<file path="src/rtl/owc_pkg.sv">
package owc_pkg;

    localparam int DATA_W    = 32;
    localparam int ADDR_W    = 2;
    localparam int SHORT_EXP = 8;
    localparam int MID_EXP   = 14;
    localparam int LONG_EXP  = 16;
    localparam int GEAR_W    = 2;
    localparam int GCNT_W    = (1 << GEAR_W) - 1;

    localparam logic [ADDR_W-1:0] ADDR_CTRL = ADDR_W'(0);
    localparam logic [ADDR_W-1:0] ADDR_CFG  = ADDR_W'(1);

    localparam int CTRL_START_BIT = 0;
    localparam int CFG_SEL_LSB    = 0;
    localparam int CFG_BYP_BIT    = 4;
    localparam int CFG_GEAR_LSB   = 8;

    typedef enum logic [1:0] {
        WU_IMM   = 2'b00,
        WU_SHORT = 2'b01,
        WU_MID   = 2'b10,
        WU_LONG  = 2'b11
    } wu_len_e;

    typedef enum logic [GEAR_W-1:0] {
        GEAR_1 = 2'd0,
        GEAR_2 = 2'd1,
        GEAR_4 = 2'd2,
        GEAR_8 = 2'd3
    } gear_e;

    typedef struct packed {
        gear_e   gear;
        logic    bypass;
        wu_len_e len;
    } clk_cfg_t;

    localparam clk_cfg_t CFG_RESET = '{gear: GEAR_8, bypass: 1'b0, len: WU_LONG};

    function automatic logic [DATA_W-1:0] cfg_to_word(clk_cfg_t c);
        logic [DATA_W-1:0] w;
        w = '0;
        w[CFG_SEL_LSB +: 2]       = c.len;
        w[CFG_BYP_BIT]            = c.bypass;
        w[CFG_GEAR_LSB +: GEAR_W] = c.gear;
        return w;
    endfunction

    function automatic clk_cfg_t word_to_cfg(logic [DATA_W-1:0] w);
        clk_cfg_t c;
        c.len    = wu_len_e'(w[CFG_SEL_LSB +: 2]);
        c.bypass = w[CFG_BYP_BIT];
        c.gear   = gear_e'(w[CFG_GEAR_LSB +: GEAR_W]);
        return c;
    endfunction

    function automatic logic [GCNT_W-1:0] gear_mask(gear_e g);
        return GCNT_W'((1 << g) - 1);
    endfunction

endpackage

</file>
<file path="src/rtl/owc_regs.sv">
module owc_regs
    import owc_pkg::*;
#(
    parameter int DW = DATA_W,
    parameter int AW = ADDR_W
) (
    input  logic          clk,
    input  logic          rst,
    input  logic          we,
    input  logic [AW-1:0] addr,
    input  logic [DW-1:0] wdata,
    input  logic          busy,
    output clk_cfg_t      cfg,
    output logic          start_req,
    output logic [DW-1:0] rdata
);

    clk_cfg_t cfg_q;
    logic     wr_cfg;

    assign wr_cfg    = we && (addr == AW'(ADDR_CFG));
    assign start_req = we && (addr == AW'(ADDR_CTRL)) && wdata[CTRL_START_BIT];
    assign cfg       = cfg_q;

    always_ff @(posedge clk) begin
        if (rst) begin
            cfg_q <= CFG_RESET;
        end else if (wr_cfg) begin
            cfg_q <= word_to_cfg(DATA_W'(wdata));
        end
    end

    always_comb begin
        rdata = '0;
        case (addr)
            AW'(ADDR_CTRL): rdata[CTRL_START_BIT] = busy;
            AW'(ADDR_CFG):  rdata = DW'(cfg_to_word(cfg_q));
            default:        rdata = '0;
        endcase
    end

endmodule

</file>
<file path="src/rtl/owc_timer.sv">
module owc_timer
    import owc_pkg::*;
#(
    parameter int S_EXP = SHORT_EXP,
    parameter int M_EXP = MID_EXP,
    parameter int L_EXP = LONG_EXP
) (
    input  logic             clk,
    input  logic             rst,
    input  logic             start_req,
    input  logic             pll_locked,
    input  wu_len_e          len,
    output logic             busy,
    output logic [L_EXP-1:0] left
);

    localparam int CNT_W = L_EXP;
    localparam logic [CNT_W-1:0] RELOAD_S = CNT_W'((64'd1 << S_EXP) - 64'd1);
    localparam logic [CNT_W-1:0] RELOAD_M = CNT_W'((64'd1 << M_EXP) - 64'd1);
    localparam logic [CNT_W-1:0] RELOAD_L = CNT_W'((64'd1 << L_EXP) - 64'd1);

    logic             busy_q;
    logic [CNT_W-1:0] cnt_q;
    logic [CNT_W-1:0] reload;
    logic             accept;

    always_comb begin
        case (len)
            WU_SHORT: reload = RELOAD_S;
            WU_MID:   reload = RELOAD_M;
            WU_LONG:  reload = RELOAD_L;
            default:  reload = '0;
        endcase
    end

    assign accept = start_req && !busy_q && !pll_locked;

    always_ff @(posedge clk) begin
        if (rst) begin
            busy_q <= 1'b0;
            cnt_q  <= '0;
        end else if (busy_q) begin
            if (cnt_q == '0) begin
                busy_q <= 1'b0;
            end else begin
                cnt_q <= cnt_q - 1'b1;
            end
        end else if (accept) begin
            busy_q <= 1'b1;
            cnt_q  <= reload;
        end
    end

    assign busy = busy_q;
    assign left = cnt_q;

endmodule

</file>
<file path="src/rtl/owc_clkgen.sv">
module owc_clkgen
    import owc_pkg::*;
#(
    parameter int GW = GCNT_W
) (
    input  logic  clk,
    input  logic  rst,
    input  logic  bypass,
    input  gear_e gear,
    output logic  ref_ce,
    output logic  sys_ce
);

    logic          phase_q;
    logic [GW-1:0] gcnt_q;
    logic [GW-1:0] mask;

    assign mask   = GW'(gear_mask(gear));
    assign ref_ce = bypass | phase_q;
    assign sys_ce = ref_ce && ((gcnt_q & mask) == mask);

    always_ff @(posedge clk) begin
        if (rst) begin
            phase_q <= 1'b0;
            gcnt_q  <= '0;
        end else begin
            phase_q <= ~phase_q;
            if (ref_ce) begin
                gcnt_q <= gcnt_q + 1'b1;
            end
        end
    end

endmodule

</file>
<file path="src/rtl/osc_warmup_ctrl.sv">
module osc_warmup_ctrl
    import owc_pkg::*;
#(
    parameter int S_EXP = SHORT_EXP,
    parameter int M_EXP = MID_EXP,
    parameter int L_EXP = LONG_EXP
) (
    input  logic              clk_osc,
    input  logic              rst,
    input  logic              bus_we,
    input  logic [ADDR_W-1:0] bus_addr,
    input  logic [DATA_W-1:0] bus_wdata,
    output logic [DATA_W-1:0] bus_rdata,
    input  logic              pll_locked,
    output logic              ref_ce,
    output logic              sys_ce
);

    clk_cfg_t         cfg_q;
    logic             start_req;
    logic             warm_busy;
    logic [L_EXP-1:0] warm_left;

    owc_regs #(.DW(DATA_W), .AW(ADDR_W)) u_regs (
        .clk       (clk_osc),
        .rst       (rst),
        .we        (bus_we),
        .addr      (bus_addr),
        .wdata     (bus_wdata),
        .busy      (warm_busy),
        .cfg       (cfg_q),
        .start_req (start_req),
        .rdata     (bus_rdata)
    );

    owc_timer #(.S_EXP(S_EXP), .M_EXP(M_EXP), .L_EXP(L_EXP)) u_timer (
        .clk        (clk_osc),
        .rst        (rst),
        .start_req  (start_req),
        .pll_locked (pll_locked),
        .len        (cfg_q.len),
        .busy       (warm_busy),
        .left       (warm_left)
    );

    owc_clkgen #(.GW(GCNT_W)) u_clkgen (
        .clk    (clk_osc),
        .rst    (rst),
        .bypass (cfg_q.bypass),
        .gear   (cfg_q.gear),
        .ref_ce (ref_ce),
        .sys_ce (sys_ce)
    );

endmodule

</file>
<file path="config.mk">
export PLATFORM = sky130hd
export DESIGN_NAME = osc_warmup_ctrl
export DESIGN_NICKNAME = d
export VERILOG_FILES = /design/src/rtl/owc_pkg.sv /design/src/rtl/owc_regs.sv /design/src/rtl/owc_timer.sv /design/src/rtl/owc_clkgen.sv /design/src/rtl/osc_warmup_ctrl.sv
export SDC_FILE = /design/constraint.sdc
export NUM_CORES = 1
export LEC_CHECK = 0
export ABC_AREA = 1
export ABC_CLOCK_PERIOD_IN_PS = 1300
export CAP_MARGIN = 20
export CORE_MARGIN = 1.5
export CORE_UTILIZATION = 39
export DETAILED_ROUTE_END_ITERATION = 10
export GPL_TIMING_DRIVEN = 0
export PLACE_DENSITY = 0.76
export RECOVER_POWER = 50
export SYNTH_ARGS = -nofsm -noshare
export SYNTH_HDL_FRONTEND = slang
export SYNTH_SLANG_ARGS = --single-unit
</file>
<file path="constraint.sdc">
create_clock -name clk_osc -period 1.3 [get_ports clk_osc]
set_input_delay 0.26 -clock clk_osc [delete_from_list [all_inputs] [get_ports clk_osc]]
set_output_delay 0.26 -clock clk_osc [all_outputs]
set_load 0.02 [all_outputs]
</file>
==> metrics <==
initial core utilization 0.4084; synthesized area per cell 6.349 µm²; total of buffers placed on input and output ports 17; maximum count of clock buffers along a single path 2; CTS root buf sky130_fd_sc_hd__clkbuf_8; Initial DRC Count 118; internal cell power 0.001441 W; RSZ-0062 raised after global routing true; total power density per cell area 822.7 nW/µm²; count of endpoints failing hold in the final timing report 0; instance count of the mapped netlist 282; detailed-route wire length 4864 µm; overflow left after global routing 0; cell chain of the critical path nor2_2 -> nand2_1 -> nor2_1 -> a21oi_1 -> nor2_1 -> nor2_4 -> nor2_1; RePlAce Congestion 0.8451; # H-tree levels 1; CP required 1.52 ns; Final Max Slew Viols 0; delay of the slowest cell on the worst path 0.37 ns; arrival time at the worst endpoint 1.73 ns; clock transition at the registers of the reported paths 0.10 ns; count of standard-cell rows 24; total core area 4384 µm²; Final Net Count 397; portion of the clock cycle consumed by the worst path in the final layout 1.163; Switching Power 0.0007628 W; Antenna diodes 0; category of the most critical setup path reg2reg; cell depth of the worst flop-to-flop path 7; Setup crit end kind register; cell at the slowest stage of the critical path sky130_fd_sc_hd__dfxtp_2; Mapped Area 1790 µm²; number of instances on the worst hold path 1; router iterations before antenna repair 4; sink of the worst hold path u_clkgen.phase_q$_SDFF_PP0_; highest achievable clock rate 0.6613 GHz; hpwl dp 2774 µm; number of synthesis warnings 0; TritonCTS clock tree built; classification of the worst-slack hold path reg2reg; total clock sinks 26; Worst Hold Launch u_clkgen.phase_q$_SDFF_PP0_; vias per cell 4.517; Buffers & Inverters on Critical Path 0; detailed-route DRC error count 0; end of the worst register-to-register path u_timer.left[13]$_SDFFE_PP0P_; share of power burned in the clock network 0.251; vertical extent of the die 70.76 µm; maximum fanout encountered on the critical timing path 5; WL per Instance 11.92 µm; Flop pwr share 0.403; initial antenna violation count 0; dpl ws -0.7628 ns; combinational power share 0.346; Yosys cell types 29; Filler Cell Count 381; die span in x 70.76 µm; most used cell, CP sky130_fd_sc_hd__nor2_1; vias post-DR 1843; Worst Slack Setup Final -0.2122 ns; leakage 1.393 nW; worst vdd rail ir drop 0.4705 mV; cell family with the largest share of critical-path delay simple AND/OR/NAND/NOR gates; max-cap check violation count 0; full die area 5006 µm²; Power Total 0.002204 W; total area of sequential cells 539.3 µm²; Register-to-Register Setup Slack -0.21 ns; worst clock skew 0.01038 ns; final setup violating endpoints 18; switching fraction of total power 0.3461; critical path startpoint u_timer.left[7]$_SDFFE_PP0P_; launching element type of the critical path register; Area growth syn-to-layout 49.62%; layout cell share with drive strength beyond 1 0.4045; Final ANT Viol Nets 0; io pins 72; global router's overall resource usage 0.1786; multi-input logic area 1199 µm²; minimum period implied by the final worst setup slack 1.512 ns; clock insertion delay at the later pin of the skew report 0.28 ns; register bit count reported by yosys 26; # hold bufs at CTS 0; CTS buffer count 3; beginning of the worst register-to-register path u_timer.left[7]$_SDFFE_PP0P_; maximum number of pins on one net before global-route repair 15; failing checks setup timing; vias in the first global route 1672; outcome complete, but fails checks; Seq/Total Area, Yosys 0.2907; first-pass GRT wire length 7176 µm
[repair_timing]
item / 4_1_cts / 5_1_grt
endpoints found under the setup margin: 24 / 24
buffers inserted: 14 / 11
cloned: 1 / 1
pin swaps: 8 / 22
gates resized for setup: 69 / 58
[worst register-to-register path: stages (launching register included)]
cell,delay [ns]
sky130_fd_sc_hd__dfxtp_2,0.37
sky130_fd_sc_hd__nor2_2,0.24
sky130_fd_sc_hd__nand2_1,0.11
sky130_fd_sc_hd__nor2_1,0.18
sky130_fd_sc_hd__a21oi_1,0.11
sky130_fd_sc_hd__nor2_1,0.25
sky130_fd_sc_hd__nor2_4,0.07
sky130_fd_sc_hd__nor2_1,0.11
[Yosys cell counts]
| library cell | n | area [µm²] |
|---|---|---|
| sky130_fd_sc_hd__buf_6 | 2 | 22.52 |
| sky130_fd_sc_hd__o21ai_0 | 10 | 50.05 |
| sky130_fd_sc_hd__conb_1 | 1 | 3.750 |
| sky130_fd_sc_hd__nand3_1 | 12 | 60.06 |
| sky130_fd_sc_hd__and3_1 | 1 | 6.260 |
| sky130_fd_sc_hd__nand2_1 | 64 | 240.2 |
| sky130_fd_sc_hd__nor2_8 | 1 | 20.02 |
| sky130_fd_sc_hd__o221ai_1 | 1 | 8.760 |
| sky130_fd_sc_hd__a21oi_1 | 15 | 75.07 |
| sky130_fd_sc_hd__inv_1 | 32 | 120.1 |
| sky130_fd_sc_hd__buf_4 | 28 | 210.2 |
| sky130_fd_sc_hd__inv_2 | 2 | 7.510 |
| sky130_fd_sc_hd__nor3_1 | 1 | 5.000 |
| sky130_fd_sc_hd__dfxtp_1 | 26 | 520.5 |
| sky130_fd_sc_hd__xor2_1 | 3 | 26.28 |
| sky130_fd_sc_hd__nand2_4 | 1 | 11.26 |
| sky130_fd_sc_hd__o21ai_1 | 1 | 5.000 |
| sky130_fd_sc_hd__a21boi_0 | 1 | 7.510 |
| sky130_fd_sc_hd__o21ai_2 | 3 | 26.28 |
| sky130_fd_sc_hd__buf_2 | 1 | 5.000 |
| sky130_fd_sc_hd__nor2_1 | 59 | 221.5 |
| sky130_fd_sc_hd__o211ai_1 | 4 | 30.03 |
| sky130_fd_sc_hd__nand2_2 | 2 | 12.51 |
| sky130_fd_sc_hd__nor2_2 | 5 | 31.28 |
| sky130_fd_sc_hd__nand3_4 | 1 | 17.52 |
| sky130_fd_sc_hd__ha_1 | 2 | 25.02 |
| sky130_fd_sc_hd__clkbuf_1 | 1 | 3.750 |
| sky130_fd_sc_hd__and2_1 | 1 | 6.260 |
| sky130_fd_sc_hd__nor2_4 | 1 | 11.26 |
[cell type report]
cell class | instances | share of cell area
Sequential cell | 26 | 0.2013
Clock buffer | 4 | 0.02055
Tap cell | 52 | 0.02429
Timing Repair Buffer | 44 | 0.1546
Multi-Input combinational cell | 216 | 0.4475
Inverter | 34 | 0.05091
Buffer | 32 | 0.1009
[per-stage QoR]
step | hold slack (ns) | utilization | setup TNS (ns) | area (µm²) | cells
floorplan | 0.3267 | - | 0 | 1906 | 308
global placement | 0.4110 | 0.4883 | -10.96 | 2141 | 377
detailed placement | 0.4059 | 0.4883 | -11.35 | 2141 | 377
CTS | 0.4312 | 0.5482 | -0.5308 | 2404 | 396
global route | 0.4466 | 0.6110 | -2.590 | 2679 | 408
finish | 0.4364 | 0.6110 | -1.242 | 2679 | 408
[power by group through the flow]
stage          Clock (W)  Combinational (W)  Sequential (W)
2_1_floorplan          0           0.000479        0.000886
3_3_place_gp           0           0.000584        0.000894
3_5_place_dp           0           0.000598        0.000895
4_1_cts         0.000554           0.000665        0.000879
5_1_grt         0.000588           0.000829        0.000895
6_report        0.000553           0.000762        0.000888
[flip-flops by register name, indices dropped and copies added, names as in the netlist]
| register | flops |
|---|---|
| u_clkgen.phase_q | 1 |
| u_timer.busy | 1 |
| u_clkgen.gcnt_q | 3 |
| u_timer.left | 16 |
| u_regs.cfg | 5 |
[how the worst max path moves through the flow]
| stage | end | slack (ns) | cells past startpoint |
|---|---|---|---|
| after floorplan | u_timer.left[1]$_SDFFE_PP0P_ | 0.007 | 10 |
| after global placement | bus_rdata[0] | -0.78 | 6 |
| after detailed placement | bus_rdata[0] | -0.76 | 6 |
| after CTS | u_timer.left[1]$_SDFFE_PP0P_ | -0.08 | 10 |
| after global routing | u_timer.left[13]$_SDFFE_PP0P_ | -0.34 | 7 |
| final | u_timer.left[13]$_SDFFE_PP0P_ | -0.21 | 7 |
[cells in the final DEF, fill, tap and decap left out, types with 2 or more instances in the layout]
cell type | netlist | routed
sky130_fd_sc_hd__dfxtp_1 | 26 | 13
sky130_fd_sc_hd__o21ai_0 | 10 | 8
sky130_fd_sc_hd__o21ai_4 | 0 | 2
sky130_fd_sc_hd__inv_2 | 2 | 7
sky130_fd_sc_hd__o21ai_1 | 1 | 2
sky130_fd_sc_hd__conb_1 | 1 | 27
sky130_fd_sc_hd__nand3_1 | 12 | 8
sky130_fd_sc_hd__dfxtp_2 | 0 | 12
sky130_fd_sc_hd__xor2_1 | 3 | 3
sky130_fd_sc_hd__o211ai_1 | 4 | 4
sky130_fd_sc_hd__clkbuf_16 | 0 | 2
sky130_fd_sc_hd__nand2_2 | 2 | 13
sky130_fd_sc_hd__buf_2 | 1 | 2
sky130_fd_sc_hd__inv_1 | 32 | 25
sky130_fd_sc_hd__a21oi_1 | 15 | 13
sky130_fd_sc_hd__nand3_4 | 1 | 2
sky130_fd_sc_hd__a21oi_2 | 0 | 2
sky130_fd_sc_hd__nand2_1 | 64 | 50
sky130_fd_sc_hd__clkbuf_8 | 0 | 4
sky130_fd_sc_hd__nor2_4 | 1 | 7
sky130_fd_sc_hd__buf_6 | 2 | 6
sky130_fd_sc_hd__nand3_2 | 0 | 3
sky130_fd_sc_hd__nor2_2 | 5 | 13
sky130_fd_sc_hd__buf_4 | 28 | 53
sky130_fd_sc_hd__o21ai_2 | 3 | 2
sky130_fd_sc_hd__buf_8 | 0 | 2
sky130_fd_sc_hd__clkdlybuf4s50_1 | 0 | 5
sky130_fd_sc_hd__nand2_4 | 1 | 3
sky130_fd_sc_hd__clkdlybuf4s15_1 | 0 | 2
sky130_fd_sc_hd__nor2_1 | 59 | 45
[per-layer routing]
metal | vias to the layer above | GRT usage | wire length, µm
met5 | - | 0 | 0
met1 | 807 | 0.2077 | 1929
met3 | 5 | 0.02422 | 235
li1 | 969 | - | -
met4 | 0 | 0.09015 | 80
met2 | 62 | 0.3188 | 2618
[logic make-up (layout without fill, tap and decap cells)]
| family | Yosys count | after routing | synth area share |
|---|---|---|---|
| simple gates | 149 | 149 | 0.3592 |
| buf+inv | 66 | 114 | 0.2061 |
| compound gates | 35 | 35 | 0.1132 |
| flops | 26 | 26 | 0.2907 |
| xor+xnor | 3 | 3 | 0.01468 |
| fa+ha+maj | 2 | 2 | 0.01397 |
| other cells | 1 | 27 | 0.002094 |
Note: power is estimated with default switching activity, not from simulation.
